File: src/rtl/tlb_pkg.sv
package tlb_pkg;
  localparam int ASID_W = 7;
  localparam int VPN_W  = 20;

  typedef enum logic [1:0] {
    SCOPE_ALL   = 2'd0,
    SCOPE_NONE  = 2'd1,
    SCOPE_SECT  = 2'd2,
    SCOPE_GROUP = 2'd3
  } scope_e;

  typedef struct packed {
    logic              asid_en;
    logic [ASID_W-1:0] asid;
    scope_e            scope;
    logic [17:0]       page_hi;  // page-number bits 19:2
  } inval_cmd_t;

  function automatic inval_cmd_t inval_decode(input logic [31:0] w);
    inval_cmd_t c;
    c.asid_en = w[31];
    c.asid    = w[30:24];
    c.scope   = scope_e'(w[1:0]);
    c.page_hi = w[19:2];
    return c;
  endfunction

  function automatic logic inval_match(input inval_cmd_t c,
                                       input logic [ASID_W-1:0] a,
                                       input logic [VPN_W-1:0] v);
    logic id_ok;
    logic pg_ok;
    id_ok = !c.asid_en || (a == c.asid);
    case (c.scope)
      SCOPE_ALL:   pg_ok = 1'b1;
      SCOPE_SECT:  pg_ok = (v[19:10] == c.page_hi[17:8]);
      SCOPE_GROUP: pg_ok = (v[19:2] == c.page_hi);
      default:     pg_ok = 1'b0;
    endcase
    return id_ok && pg_ok;
  endfunction
endpackage

File: src/rtl/tlb_lines.sv
module tlb_lines
  import tlb_pkg::*;
#(
  parameter int LINES  = 8,
  parameter int PFN_W  = 20,
  parameter int PERM_W = 3,
  parameter int IDX_W  = $clog2(LINES)
) (
  input  logic              clk,
  input  logic              rst,
  input  logic [LINES-1:0]  act_mask,
  input  logic [ASID_W-1:0] lk_asid,
  input  logic [VPN_W-1:0]  lk_vpn,
  output logic [LINES-1:0]  hit_vec,
  output logic [PFN_W-1:0]  rd_pfn,
  output logic [PERM_W-1:0] rd_perm,
  input  logic [ASID_W-1:0] wr_asid,
  input  logic [VPN_W-1:0]  wr_vpn,
  output logic [LINES-1:0]  same_vec,
  input  logic              wr_en,
  input  logic [IDX_W-1:0]  wr_idx,
  input  logic [PFN_W-1:0]  wr_pfn,
  input  logic [PERM_W-1:0] wr_perm,
  input  logic              inval_en,
  input  inval_cmd_t        inval_cmd,
  input  logic              trim_en,
  input  logic [LINES-1:0]  keep_mask
);
  logic [LINES-1:0]  valid_q;
  logic [ASID_W-1:0] asid_q [LINES];
  logic [VPN_W-1:0]  vpn_q  [LINES];
  logic [PFN_W-1:0]  pfn_q  [LINES];
  logic [PERM_W-1:0] perm_q [LINES];

  always_ff @(posedge clk) begin
    if (rst) begin
      valid_q <= '0;
    end else begin
      for (int i = 0; i < LINES; i++) begin
        if (wr_en && wr_idx == IDX_W'(i))
          valid_q[i] <= 1'b1;
        else if ((inval_en && inval_match(inval_cmd, asid_q[i], vpn_q[i])) ||
                 (trim_en && !keep_mask[i]))
          valid_q[i] <= 1'b0;
      end
    end
  end

  always_ff @(posedge clk) begin
    if (wr_en) begin
      asid_q[wr_idx] <= wr_asid;
      vpn_q[wr_idx]  <= wr_vpn;
      pfn_q[wr_idx]  <= wr_pfn;
      perm_q[wr_idx] <= wr_perm;
    end
  end

  always_comb begin
    rd_pfn  = '0;
    rd_perm = '0;
    for (int i = 0; i < LINES; i++) begin
      hit_vec[i]  = valid_q[i] && act_mask[i] &&
                    asid_q[i] == lk_asid && vpn_q[i] == lk_vpn;
      same_vec[i] = valid_q[i] && act_mask[i] &&
                    asid_q[i] == wr_asid && vpn_q[i] == wr_vpn;
      if (hit_vec[i]) begin
        rd_pfn  = rd_pfn | pfn_q[i];
        rd_perm = rd_perm | perm_q[i];
      end
    end
  end


  hit_onehot_chk: assert property (@(posedge clk) disable iff (rst)
    $onehot0(hit_vec));


  inval_all_chk: assert property (@(posedge clk) disable iff (rst)
    (inval_en && inval_cmd.scope == SCOPE_ALL && !inval_cmd.asid_en && !wr_en)
    |=> (valid_q == '0));
endmodule

File: src/rtl/tlb_rr.sv
module tlb_rr #(
  parameter int LINES = 8,
  parameter int IDX_W = $clog2(LINES),
  parameter int CNT_W = $clog2(LINES + 1)
) (
  input  logic             clk,
  input  logic             rst,
  input  logic [CNT_W-1:0] act_n,
  input  logic             adv,
  output logic [IDX_W-1:0] victim
);
  logic [IDX_W-1:0] ptr_q;
  logic [CNT_W-1:0] nxt;

  assign victim = (CNT_W'(ptr_q) >= act_n) ? '0 : ptr_q;
  assign nxt    = CNT_W'(victim) + CNT_W'(1);

  always_ff @(posedge clk) begin
    if (rst)
      ptr_q <= '0;
    else if (adv)
      ptr_q <= (nxt >= act_n) ? '0 : IDX_W'(nxt);
  end
endmodule

File: src/rtl/asid_tlb.sv
module asid_tlb
  import tlb_pkg::*;
#(
  parameter int LINES  = 8,
  parameter int PFN_W  = 20,
  parameter int PERM_W = 3
) (
  input  logic              clk,
  input  logic              rst,
  input  logic              cfg_we,
  input  logic [31:0]       cfg_wdata,
  input  logic              flush_we,
  input  logic [31:0]       flush_wdata,
  input  logic              lk_valid,
  input  logic [ASID_W-1:0] lk_asid,
  input  logic [VPN_W-1:0]  lk_vpn,
  output logic              lk_ready,
  output logic              rsp_valid,
  output logic              rsp_hit,
  output logic [PFN_W-1:0]  rsp_pfn,
  output logic [PERM_W-1:0] rsp_perm,
  output logic              walk_req,
  output logic [ASID_W-1:0] walk_asid,
  output logic [VPN_W-1:0]  walk_vpn,
  input  logic              fill_valid,
  input  logic [ASID_W-1:0] fill_asid,
  input  logic [VPN_W-1:0]  fill_vpn,
  input  logic [PFN_W-1:0]  fill_pfn,
  input  logic [PERM_W-1:0] fill_perm
);
  localparam int IDX_W = $clog2(LINES);
  localparam int CNT_W = $clog2(LINES + 1);
  localparam int MSK_W = $clog2(2 * LINES);
  localparam logic [MSK_W-1:0] CNT_MASK = MSK_W'(2 * LINES - 1);

  logic             hum_q, pend_q;
  logic [CNT_W-1:0] act_q;

  // configuration decode
  logic [MSK_W-1:0] cfg_cnt;
  logic [CNT_W-1:0] cfg_act;
  logic             unused_cfg;
  assign cfg_cnt    = cfg_wdata[MSK_W-1:0] & CNT_MASK;
  assign cfg_act    = (cfg_cnt == '0 || int'(cfg_cnt) > LINES) ? CNT_W'(LINES) : CNT_W'(cfg_cnt);
  assign unused_cfg = ^{cfg_wdata[31:30], cfg_wdata[28:MSK_W], flush_wdata[23:20]};

  logic [LINES-1:0] act_mask, keep_mask;
  always_comb begin
    for (int i = 0; i < LINES; i++) begin
      act_mask[i]  = CNT_W'(i) < act_q;
      keep_mask[i] = CNT_W'(i) < cfg_act;
    end
  end

  // invalidation command and fill drop
  inval_cmd_t icmd;
  logic       fill_drop;
  assign icmd      = inval_decode(flush_wdata);
  assign fill_drop = flush_we && inval_match(icmd, fill_asid, fill_vpn);

  logic [LINES-1:0]  hit_vec, same_vec;
  logic [PFN_W-1:0]  rd_pfn;
  logic [PERM_W-1:0] rd_perm;
  logic [IDX_W-1:0]  victim, same_idx, wr_idx;
  logic              same_any, wr_en, adv;

  always_comb begin
    same_idx = '0;
    for (int i = 0; i < LINES; i++)
      if (same_vec[i]) same_idx = IDX_W'(i);
  end

  assign same_any = |same_vec;
  assign wr_en    = fill_valid && !fill_drop;
  assign wr_idx   = same_any ? same_idx : victim;
  assign adv      = wr_en && !same_any;

  tlb_lines #(.LINES(LINES), .PFN_W(PFN_W), .PERM_W(PERM_W), .IDX_W(IDX_W)) u_lines (
    .clk(clk), .rst(rst), .act_mask(act_mask),
    .lk_asid(lk_asid), .lk_vpn(lk_vpn),
    .hit_vec(hit_vec), .rd_pfn(rd_pfn), .rd_perm(rd_perm),
    .wr_asid(fill_asid), .wr_vpn(fill_vpn), .same_vec(same_vec),
    .wr_en(wr_en), .wr_idx(wr_idx), .wr_pfn(fill_pfn), .wr_perm(fill_perm),
    .inval_en(flush_we), .inval_cmd(icmd),
    .trim_en(cfg_we), .keep_mask(keep_mask)
  );

  tlb_rr #(.LINES(LINES), .IDX_W(IDX_W), .CNT_W(CNT_W)) u_rr (
    .clk(clk), .rst(rst), .act_n(act_q), .adv(adv), .victim(victim)
  );

  // lookup control
  logic acc, hit_any, start;
  assign lk_ready = !pend_q || hum_q;
  assign acc      = lk_valid && lk_ready;
  assign hit_any  = |hit_vec;
  assign start    = acc && !hit_any && !pend_q;

  always_ff @(posedge clk) begin
    if (rst) begin
      rsp_valid <= 1'b0;
      rsp_hit   <= 1'b0;
      rsp_pfn   <= '0;
      rsp_perm  <= '0;
      walk_req  <= 1'b0;
      walk_asid <= '0;
      walk_vpn  <= '0;
      pend_q    <= 1'b0;
      hum_q     <= 1'b0;
      act_q     <= CNT_W'(LINES);
    end else begin
      rsp_valid <= acc;
      rsp_hit   <= acc && hit_any;
      if (acc) begin
        rsp_pfn  <= rd_pfn;
        rsp_perm <= rd_perm;
      end
      walk_req <= start;
      if (start) begin
        walk_asid <= lk_asid;
        walk_vpn  <= lk_vpn;
      end
      if (start)           pend_q <= 1'b1;
      else if (fill_valid) pend_q <= 1'b0;
      if (cfg_we) begin
        hum_q <= cfg_wdata[29];
        act_q <= cfg_act;
      end
    end
  end


  walk_is_miss_chk: assert property (@(posedge clk) disable iff (rst)
    walk_req |-> (rsp_valid && !rsp_hit));


  fill_ends_walk_chk: assert property (@(posedge clk) disable iff (rst)
    (fill_valid && pend_q) |=> !pend_q);
endmodule

File: config.mk
export PLATFORM = sky130hd
export DESIGN_NAME = asid_tlb
export DESIGN_NICKNAME = d
export VERILOG_FILES = /design/src/rtl/tlb_pkg.sv /design/src/rtl/tlb_lines.sv /design/src/rtl/tlb_rr.sv /design/src/rtl/asid_tlb.sv
export SDC_FILE = /design/constraint.sdc
export NUM_CORES = 1
export LEC_CHECK = 0
export ABC_AREA = 1
export CORE_UTILIZATION = 55
export CTS_CLUSTER_DIAMETER = 200
export DETAILED_ROUTE_END_ITERATION = 10
export DONT_BUFFER_PORTS = 1
export PLACE_DENSITY_LB_ADDON = 0.25
export SLEW_MARGIN = 20
export SYNTH_ARGS = -nofsm -noshare
export SYNTH_HDL_FRONTEND = slang
export SYNTH_SLANG_ARGS = --single-unit
File: constraint.sdc
create_clock -name clk -period 3.85 [get_ports clk]
set_input_delay 0.77 -clock clk [delete_from_list [all_inputs] [get_ports clk]]
set_output_delay 0.77 -clock clk [all_outputs]
set_load 0.1 [all_outputs]
; ---- After elaboration in Yosys (flattened, before gate mapping)
; Memory sizes are Yosys's and may differ from the RTL's.
; Index checks and enable logic that the tools add are counted.
; Widths: inputs -> output; s select.
[classes]
addsub = 1
n_mul = 0
div = 0
magnitude_cmp = 19
n_eq_ne = 68
shifts = 0
n_mux = 72
bitwise = 14
reduce_logical = 126
[op_table]
columns = cell, count
row1 = $eq 20x20->1, 16
row2 = $eq 7x7->1, 25
row3 = $eq 18x18->1, 9
row4 = $mux 20, 8
row5 = $or 20x20->20, 7
row6 = $eq 10x10->1, 9
row7 = $logic_and 1x1->1, 80
row8 = $mux 3, 16
row9 = $mux 1, 37
row10 = $lt 3x4->1 const A, 8
row11 = $pmux 1 s3, 9
row12 = $or 3x3->3, 7
row13 = $logic_or 1x1->1, 19
row14 = $reduce_bool 2->1, 9
row15 = $lt 1x4->1 const A, 4
row16 = $lt 2x4->1 const A, 4
row17 = $reduce_or 8->1, 2
row18 = $logic_not 1->1, 13
row19 = $eq 3x3->1 const B, 4
row20 = $eq 3x2->1 const B, 2
row21 = $add 3x1->4 const B, 1
row22 = $eq 2x2->1 const B, 2
row23 = $ge 3x4->1, 1
row24 = $ge 4x4->1, 1
row25 = 7 further kinds, 7
[totals]
regBits = 70
latch_bits = 0
mem_bits_rw = 400
romBits = 0
inputBits = 147
elab_cells = 323
memories = 4
[memory_table]
columns = memory, words, width, read_ports, rd_clocked_by_memory_dff, write_ports, line
row1 = u_lines.pfn_q, 8, 20, 8, 0, 1, tlb_lines.sv:32  ; logic [PFN_W-1:0] pfn_q [LINES];
row2 = u_lines.vpn_q, 8, 20, 8, 0, 1, tlb_lines.sv:31  ; logic [VPN_W-1:0] vpn_q [LINES];
row3 = u_lines.asid_q, 8, 7, 8, 0, 1, tlb_lines.sv:30  ; logic [ASID_W-1:0] asid_q [LINES];
row4 = u_lines.perm_q, 8, 3, 8, 0, 1, tlb_lines.sv:33  ; logic [PERM_W-1:0] perm_q [LINES];

; ---- Logic depth before layout (Yosys ltp)
[depth]
word_depth = 21
mapped_depth = 19
ltp_nobuf = 18

; ---- By module
; From an unflattened synthesis, not the netlist that was laid out.
[hier_totals]
cells_unflattened = 3171
area_unflattened_um2 = 26718.1
[modules_own_cells]
columns = module, n_inst, cells_each, area_per_inst_um2
row1 = tlb_lines, 1, 2685, 23535.1
row2 = asid_tlb, 1, 422, 2761.4
row3 = tlb_rr, 1, 64, 421.7

; ---- Least setup slack after synthesis
; OpenSTA, ideal clock, no wires.
[synth_timing]
path_kind = input port to flip-flop
start = in fill_vpn[10]
end = mem u_lines.asid_q[4][0], enable pin
arrival_ns = 3.106
slack_ns = 0.340
path_stages = 15
n_path_buf = 2
cell_sequence = buf_2 > buf_4 > xnor2_1 > nand2_1 > nor2_1 > nand2_1 > nor2_1 > nand2_1 > nand2_1 > nor2_1 > a21boi_1 > nand2_1 > nand2_1 > nand3_1 > inv_1
[synth_via]
elab_chain_cells = 10
elab_cells_between_ends = 34
classes_between = eq/ne: 10 / mux: 11 / reduce/logical: 13
[synth_rtl]
columns = item, line
row1 = start: declaration, asid_tlb.sv:27  ; input logic [VPN_W-1:0] fill_vpn,
row2 = $eq 20x20->1, tlb_lines.sv:65  ; asid_q[i] == wr_asid && vpn_q[i] == wr_vpn;
row3 = $logic_and 1x1->1, tlb_lines.sv:65
row4 = $mux 1, asid_tlb.sv:70  ; if (same_vec[i]) same_idx = IDX_W'(i);
row5 = $mux 2, asid_tlb.sv:70
row6 = $mux 3 (5 in a row), asid_tlb.sv:70
row7 = $mux 3, asid_tlb.sv:75  ; assign wr_idx = same_any ? same_idx : victim;
row8 = end: declaration, tlb_lines.sv:30
; Several ways; a longest one is shown, not always the timed one.

; ---- Worst setup path in the final report
[layout_timing]
start = reg act_q[3]
end = mem u_lines.vpn_q[1][18], enable pin
[layout_via]
elab_chain_cells = 12
elab_cells_between_ends = 43
classes_between = order compare: 9 / mux: 9 / reduce/logical: 25
[layout_rtl]
columns = item, line
row1 = start: declaration, asid_tlb.sv:37  ; logic [CNT_W-1:0] act_q;
row2 = start signal: assignment, asid_tlb.sv:110  ; act_q <= CNT_W'(LINES);
row3 = start signal: assignment, asid_tlb.sv:127  ; act_q <= cfg_act;
row4 = $lt 1x4->1, asid_tlb.sv:50  ; act_mask[i] = CNT_W'(i) < act_q;
row5 = $logic_and 1x1->1 (2 in a row), tlb_lines.sv:64  ; same_vec[i] = valid_q[i] && act_mask[i] &&
row6 = $logic_and 1x1->1, tlb_lines.sv:65
row7 = $mux 1, asid_tlb.sv:70
row8 = $mux 2, asid_tlb.sv:70
row9 = $mux 3 (5 in a row), asid_tlb.sv:70
row10 = $mux 3 (*), asid_tlb.sv:75
row11 = end: declaration, tlb_lines.sv:31
; Mark *: on every way between the ends. The rest lies on a longest branch, timed or not.

==> report_table.html <==
<table>
<tr><th>Metric</th><th>Value</th></tr>
<tr><th colspan="2">Clock network</th></tr>
<tr><td>Hold bufs inserted after CTS</td><td>0</td></tr>
<tr><td>Clk slew on worst S/H paths</td><td>0.06 ns</td></tr>
<tr><td>CTS tree</td><td>built</td></tr>
<tr><td>Buffers inserted by post-CTS timing repair</td><td>0</td></tr>
<tr><td>Clock tree sinks</td><td>470</td></tr>
<tr><td>Number of instances resized during post-cts repair</td><td>0</td></tr>
<tr><td>Number of buffers added by the clock tree synthesis step</td><td>53</td></tr>
<tr><td>Max Root-Sink Buffers</td><td>3</td></tr>
<tr><td>Deepest level of the CTS H-tree</td><td>2</td></tr>
<tr><td>Cell at the root of the clock tree</td><td>clkbuf_16</td></tr>
<tr><td>Clk Latency, worst-skew pair</td><td>0.65 ns</td></tr>
<tr><th colspan="2">Placement</th></tr>
<tr><td>GP Congestion</td><td>1.07</td></tr>
<tr><td>IO buf count</td><td>0</td></tr>
<tr><td>Dpl hpwl</td><td>97.0 mm</td></tr>
<tr><th colspan="2">Routing</th></tr>
<tr><td>Via-to-Cell Ratio</td><td>6.07</td></tr>
<tr><td>Count of nets left with antenna violations after detail routing</td><td>0</td></tr>
<tr><td>Initial DRT Pass Iterations</td><td>8</td></tr>
<tr><td>Number of remaining DRC errors</td><td>0</td></tr>
<tr><td>Routed wire length</td><td>128 mm</td></tr>
<tr><td>Via Count</td><td>26900</td></tr>
<tr><td>Detailed-route wire length per cell</td><td>28.9 µm</td></tr>
<tr><td>DRT iter0 DRCs</td><td>4386</td></tr>
<tr><th colspan="2">Yosys</th></tr>
<tr><td>Leading cell type by number of instances after synthesis</td><td>nand2_1</td></tr>
<tr><td>Sequential cell area fraction in the yosys report</td><td>46.5%</td></tr>
<tr><td>Leading post-synthesis cells by cell area</td><td>edfxtp_1, nand2_1, xor2_1</td></tr>
<tr><td>Predominant post-synthesis flop cell</td><td>edfxtp_1</td></tr>
<tr><td>EDFF count, synth</td><td>400</td></tr>
<tr><td>Mean instance size in the synthesized netlist</td><td>7.83 µm²</td></tr>
<tr><td>Synth Instances</td><td>3686</td></tr>
<tr><td>Seq cells post-synth</td><td>470</td></tr>
<tr><td>Count of warnings emitted by yosys</td><td>0</td></tr>
<tr><td>Cell type contributing the most total cell area after synthesis</td><td>edfxtp_1</td></tr>
<tr><td>Synthesized cell area</td><td>28800 µm²</td></tr>
<tr><td>Most numerous cell types in the synthesized netlist</td><td>nand2_1, nor2_1, inv_1, edfxtp_1, xor2_1</td></tr>
<tr><td>Mapped Nets</td><td>3841</td></tr>
<tr><td>FFs w/ async S/R, synth</td><td>0%</td></tr>
<tr><td>Share of Yosys cell area claimed by the top area cell type</td><td>41.6%</td></tr>
<tr><td>Number of library cell types mapped by synthesis</td><td>47</td></tr>
<tr><th colspan="2">Timing</th></tr>
<tr><td>Highest achievable clock rate</td><td>283 MHz</td></tr>
<tr><td>Maximum clock skew at final layout</td><td>0.0357 ns</td></tr>
<tr><td>Final count of pins violating max slew</td><td>0</td></tr>
<tr><td>RSZ-0062 raised after global routing</td><td>no</td></tr>
<tr><td>Share of the clock period used by the worst path</td><td>91.7%</td></tr>
<tr><td>Post-Route Setup TNS</td><td>0 ns</td></tr>
<tr><td>Min Tclk post-route</td><td>3.53 ns</td></tr>
<tr><td>Final hold vios</td><td>0</td></tr>
<tr><td>Rel. slew slack</td><td>21.6%</td></tr>
<tr><td>Tightest Pin Transition</td><td>1.18 ns</td></tr>
<tr><td>Final setup fails</td><td>0</td></tr>
<tr><th colspan="2">Floorplan</th></tr>
<tr><td>Y dimension of the die</td><td>231 µm</td></tr>
<tr><td>DIE AREA</td><td>53400 µm²</td></tr>
<tr><td>Die extent in x</td><td>231 µm</td></tr>
<tr><td>Standard-cell row count</td><td>83</td></tr>
<tr><td>Starting utilization of the core area</td><td>55.9%</td></tr>
<tr><td>Number of top-level pins</td><td>201</td></tr>
<tr><td>Total core area</td><td>51600 µm²</td></tr>
<tr><th colspan="2">Global routing</th></tr>
<tr><td>GRT Residual Overflow</td><td>0</td></tr>
<tr><td>Via count of the first global-routing pass</td><td>25100</td></tr>
<tr><td>Wire length of the first global-routing pass</td><td>178 mm</td></tr>
<tr><td>Antenna violations before repair</td><td>1</td></tr>
<tr><td>Global-route usage over all layers</td><td>47.8%</td></tr>
<tr><td>Maximum number of pins on one net before global-route repair</td><td>57</td></tr>
<tr><th colspan="2">Power and ir drop</th></tr>
<tr><td>Peak supply drop</td><td>463 µV</td></tr>
<tr><td>Portion of total power attributed to sequential cells</td><td>48.9%</td></tr>
<tr><td>Share of power burned in the clock network</td><td>40.6%</td></tr>
<tr><td>Pwr per Cell Area</td><td>395 nW/µm²</td></tr>
<tr><td>Internal power</td><td>0.00886 W</td></tr>
<tr><td>Comb pwr share</td><td>10.5%</td></tr>
<tr><td>Net Sw Frac</td><td>28.6%</td></tr>
<tr><td>Switching pwr</td><td>0.00355 W</td></tr>
<tr><td>Total leakage power</td><td>13.6 nW</td></tr>
<tr><td>Sum of internal, switching and leakage power</td><td>0.0124 W</td></tr>
<tr><th colspan="2">Final layout</th></tr>
<tr><td>Number of inserted filler cells in the final layout</td><td>4597</td></tr>
<tr><td>Area of the multi-input gates</td><td>13100 µm²</td></tr>
<tr><td>Synthesis-to-layout area growth</td><td>9.09%</td></tr>
<tr><td>Layout cell share with drive strength beyond 1</td><td>5.27%</td></tr>
<tr><td>Reg area</td><td>13400 µm²</td></tr>
<tr><td>Number of nets in the layout</td><td>3852</td></tr>
<tr><td>Number of antenna repair diodes</td><td>0</td></tr>
<tr><th colspan="2">Setup path</th></tr>
<tr><td>Register-to-register setup slack</td><td>0.32 ns</td></tr>
<tr><td>Launching point of the worst reg2reg path</td><td>act_q[3]</td></tr>
<tr><td>Worst setup path end</td><td>u_lines.vpn_q[1][18]</td></tr>
<tr><td>Capturing point of the worst reg2reg path</td><td>u_lines.vpn_q[1][18]</td></tr>
<tr><td>CP Launch Point</td><td>act_q[3]</td></tr>
<tr><td>Required time at the endpoint of the critical path</td><td>4.16 ns</td></tr>
<tr><td>Register-to-Register Path Depth</td><td>15</td></tr>
<tr><td>Worst setup EP type</td><td>flop</td></tr>
<tr><td>Type of element launching the critical path</td><td>flop</td></tr>
<tr><td>Largest driver fanout on the critical path</td><td>23</td></tr>
<tr><td>Signal arrival time at the worst endpoint</td><td>3.84 ns</td></tr>
<tr><td>Category of the most critical setup path</td><td>reg2reg</td></tr>
<tr><th colspan="2">Run</th></tr>
<tr><td>Number of maximum-capacitance constraint violations</td><td>0</td></tr>
<tr><th colspan="2">Hold path</th></tr>
<tr><td>Origin of the worst min-delay path</td><td>fill_vpn[9]</td></tr>
<tr><td>Min-delay worst type</td><td>in2reg</td></tr>
<tr><th colspan="2">Status</th></tr>
<tr><td>Outcome</td><td>finished, final reports clean</td></tr>
</table>
## state kept, by name, indices dropped and copies added (netlist names)
register         cells
act_q                4
hum_q                1
pend_q               1
rsp_hit              1
rsp_perm             3
rsp_pfn             20
rsp_valid            1
u_lines.asid_q      56
u_lines.perm_q      24
u_lines.pfn_q      160
u_lines.valid_q      8
u_lines.vpn_q      160
u_rr.ptr_q           3
walk_asid            7
walk_req             1
walk_vpn            20
## power by group through the flow
stage          registers, W  logic (W)  clock network, W
6_report            0.00608    0.00130           0.00504
3_5_place_dp        0.00618    0.00124                 0
3_3_place_gp        0.00617    0.00124                 0
2_1_floorplan       0.00614   0.000959                 0
5_1_grt             0.00608    0.00138           0.00521
4_1_cts             0.00607    0.00125           0.00504
## stage by stage
stage / util, % / hold slack, ns / area [µm²] / std cells / setup WS (ns)
6_report: 61.0 / 0.215 / 31500 / 4421 / 0.321
5_1_grt: 61.0 / 0.217 / 31500 / 4421 / 0.209
4_1_cts: 61.0 / 0.198 / 31500 / 4421 / 0.361
3_5_place_dp: 57.7 / 0.454 / 29800 / 4322 / 0.319
3_3_place_gp: 57.7 / 0.445 / 29800 / 4322 / 0.333
2_1_floorplan: - / 0.434 / 28800 / 3686 / 0.340
## cells by family after synthesis
logic type | share of synthesized area, %
AO/OA/AOI/OAI | 2.58
AND/OR/NAND/NOR | 30.7
flip-flops | 46.5
adder cells (fa/ha/maj) | 0.347
buffers and inverters | 7.97
XOR/XNOR | 11.9
## worst min-delay path by stage
| stage | to | slack, ns | cells after the start |
|---|---|---|---|
| floorplan | hum_q | 0.43 | 2 |
| global placement | hum_q | 0.45 | 2 |
| detailed placement | u_rr.ptr_q[0] | 0.45 | 2 |
| CTS | act_q[2] | 0.20 | 1 |
| global route | walk_req | 0.22 | 1 |
| finish | u_lines.vpn_q[1][9] | 0.21 | 0 |
## cell usage in the layout, fill, tap and decap left out, types with 37 or more instances in the layout
| master | count |
|---|---|
| nand2_1 | 1209 |
| nor2_1 | 530 |
| inv_1 | 406 |
| edfxtp_1 | 400 |
| xor2_1 | 240 |
| xnor2_1 | 153 |
| nand3_1 | 116 |
| nand4_1 | 97 |
| dfxtp_1 | 70 |
| nor4_1 | 68 |
| a21oi_1 | 60 |
| buf_4 | 57 |
| nor3_1 | 54 |
| clkbuf_16 | 53 |
| o21ai_0 | 37 |
## critical path, cell delays in order, from the launching register on
cell and delay (ns):
dfxtp_1 0.47, inv_1 0.21, nand2_1 0.11, nand2_1 0.27, nor2_1 0.36, nand3b_1 0.20
nor2_1 0.13, nand2_1 0.06, nand2_1 0.19, nor2_1 0.08, buf_4 0.15, and2_1 0.15
nand2_1 0.14, nand4_1 0.22, inv_2 0.19, buf_12 0.24
## per-layer routing
| metal | track usage, % | vias to the layer above | part of all wire, % |
|---|---|---|---|
| met2 | 71.3 | 2277 | 42 |
| met1 | 60.2 | 12300 | 35 |
| met5 | 0.276 | - | 0.013 |
| met3 | 14.0 | 514 | 14 |
| met4 | 32.0 | 2 | 8.2 |
| li1 | - | 11800 | - |
## area by class of cell
| type | count | share of cell area, % |
|---|---|---|
| tap | 680 | 2.70 |
| inverter | 427 | 5.09 |
| clock buffer | 63 | 4.33 |
| multi-input combinational | 2671 | 41.8 |
| clock inverter | 36 | 1.05 |
| sequential | 470 | 42.6 |
| timing repair buffer | 74 | 2.44 |
Note: power is estimated with default switching activity, not from simulation.
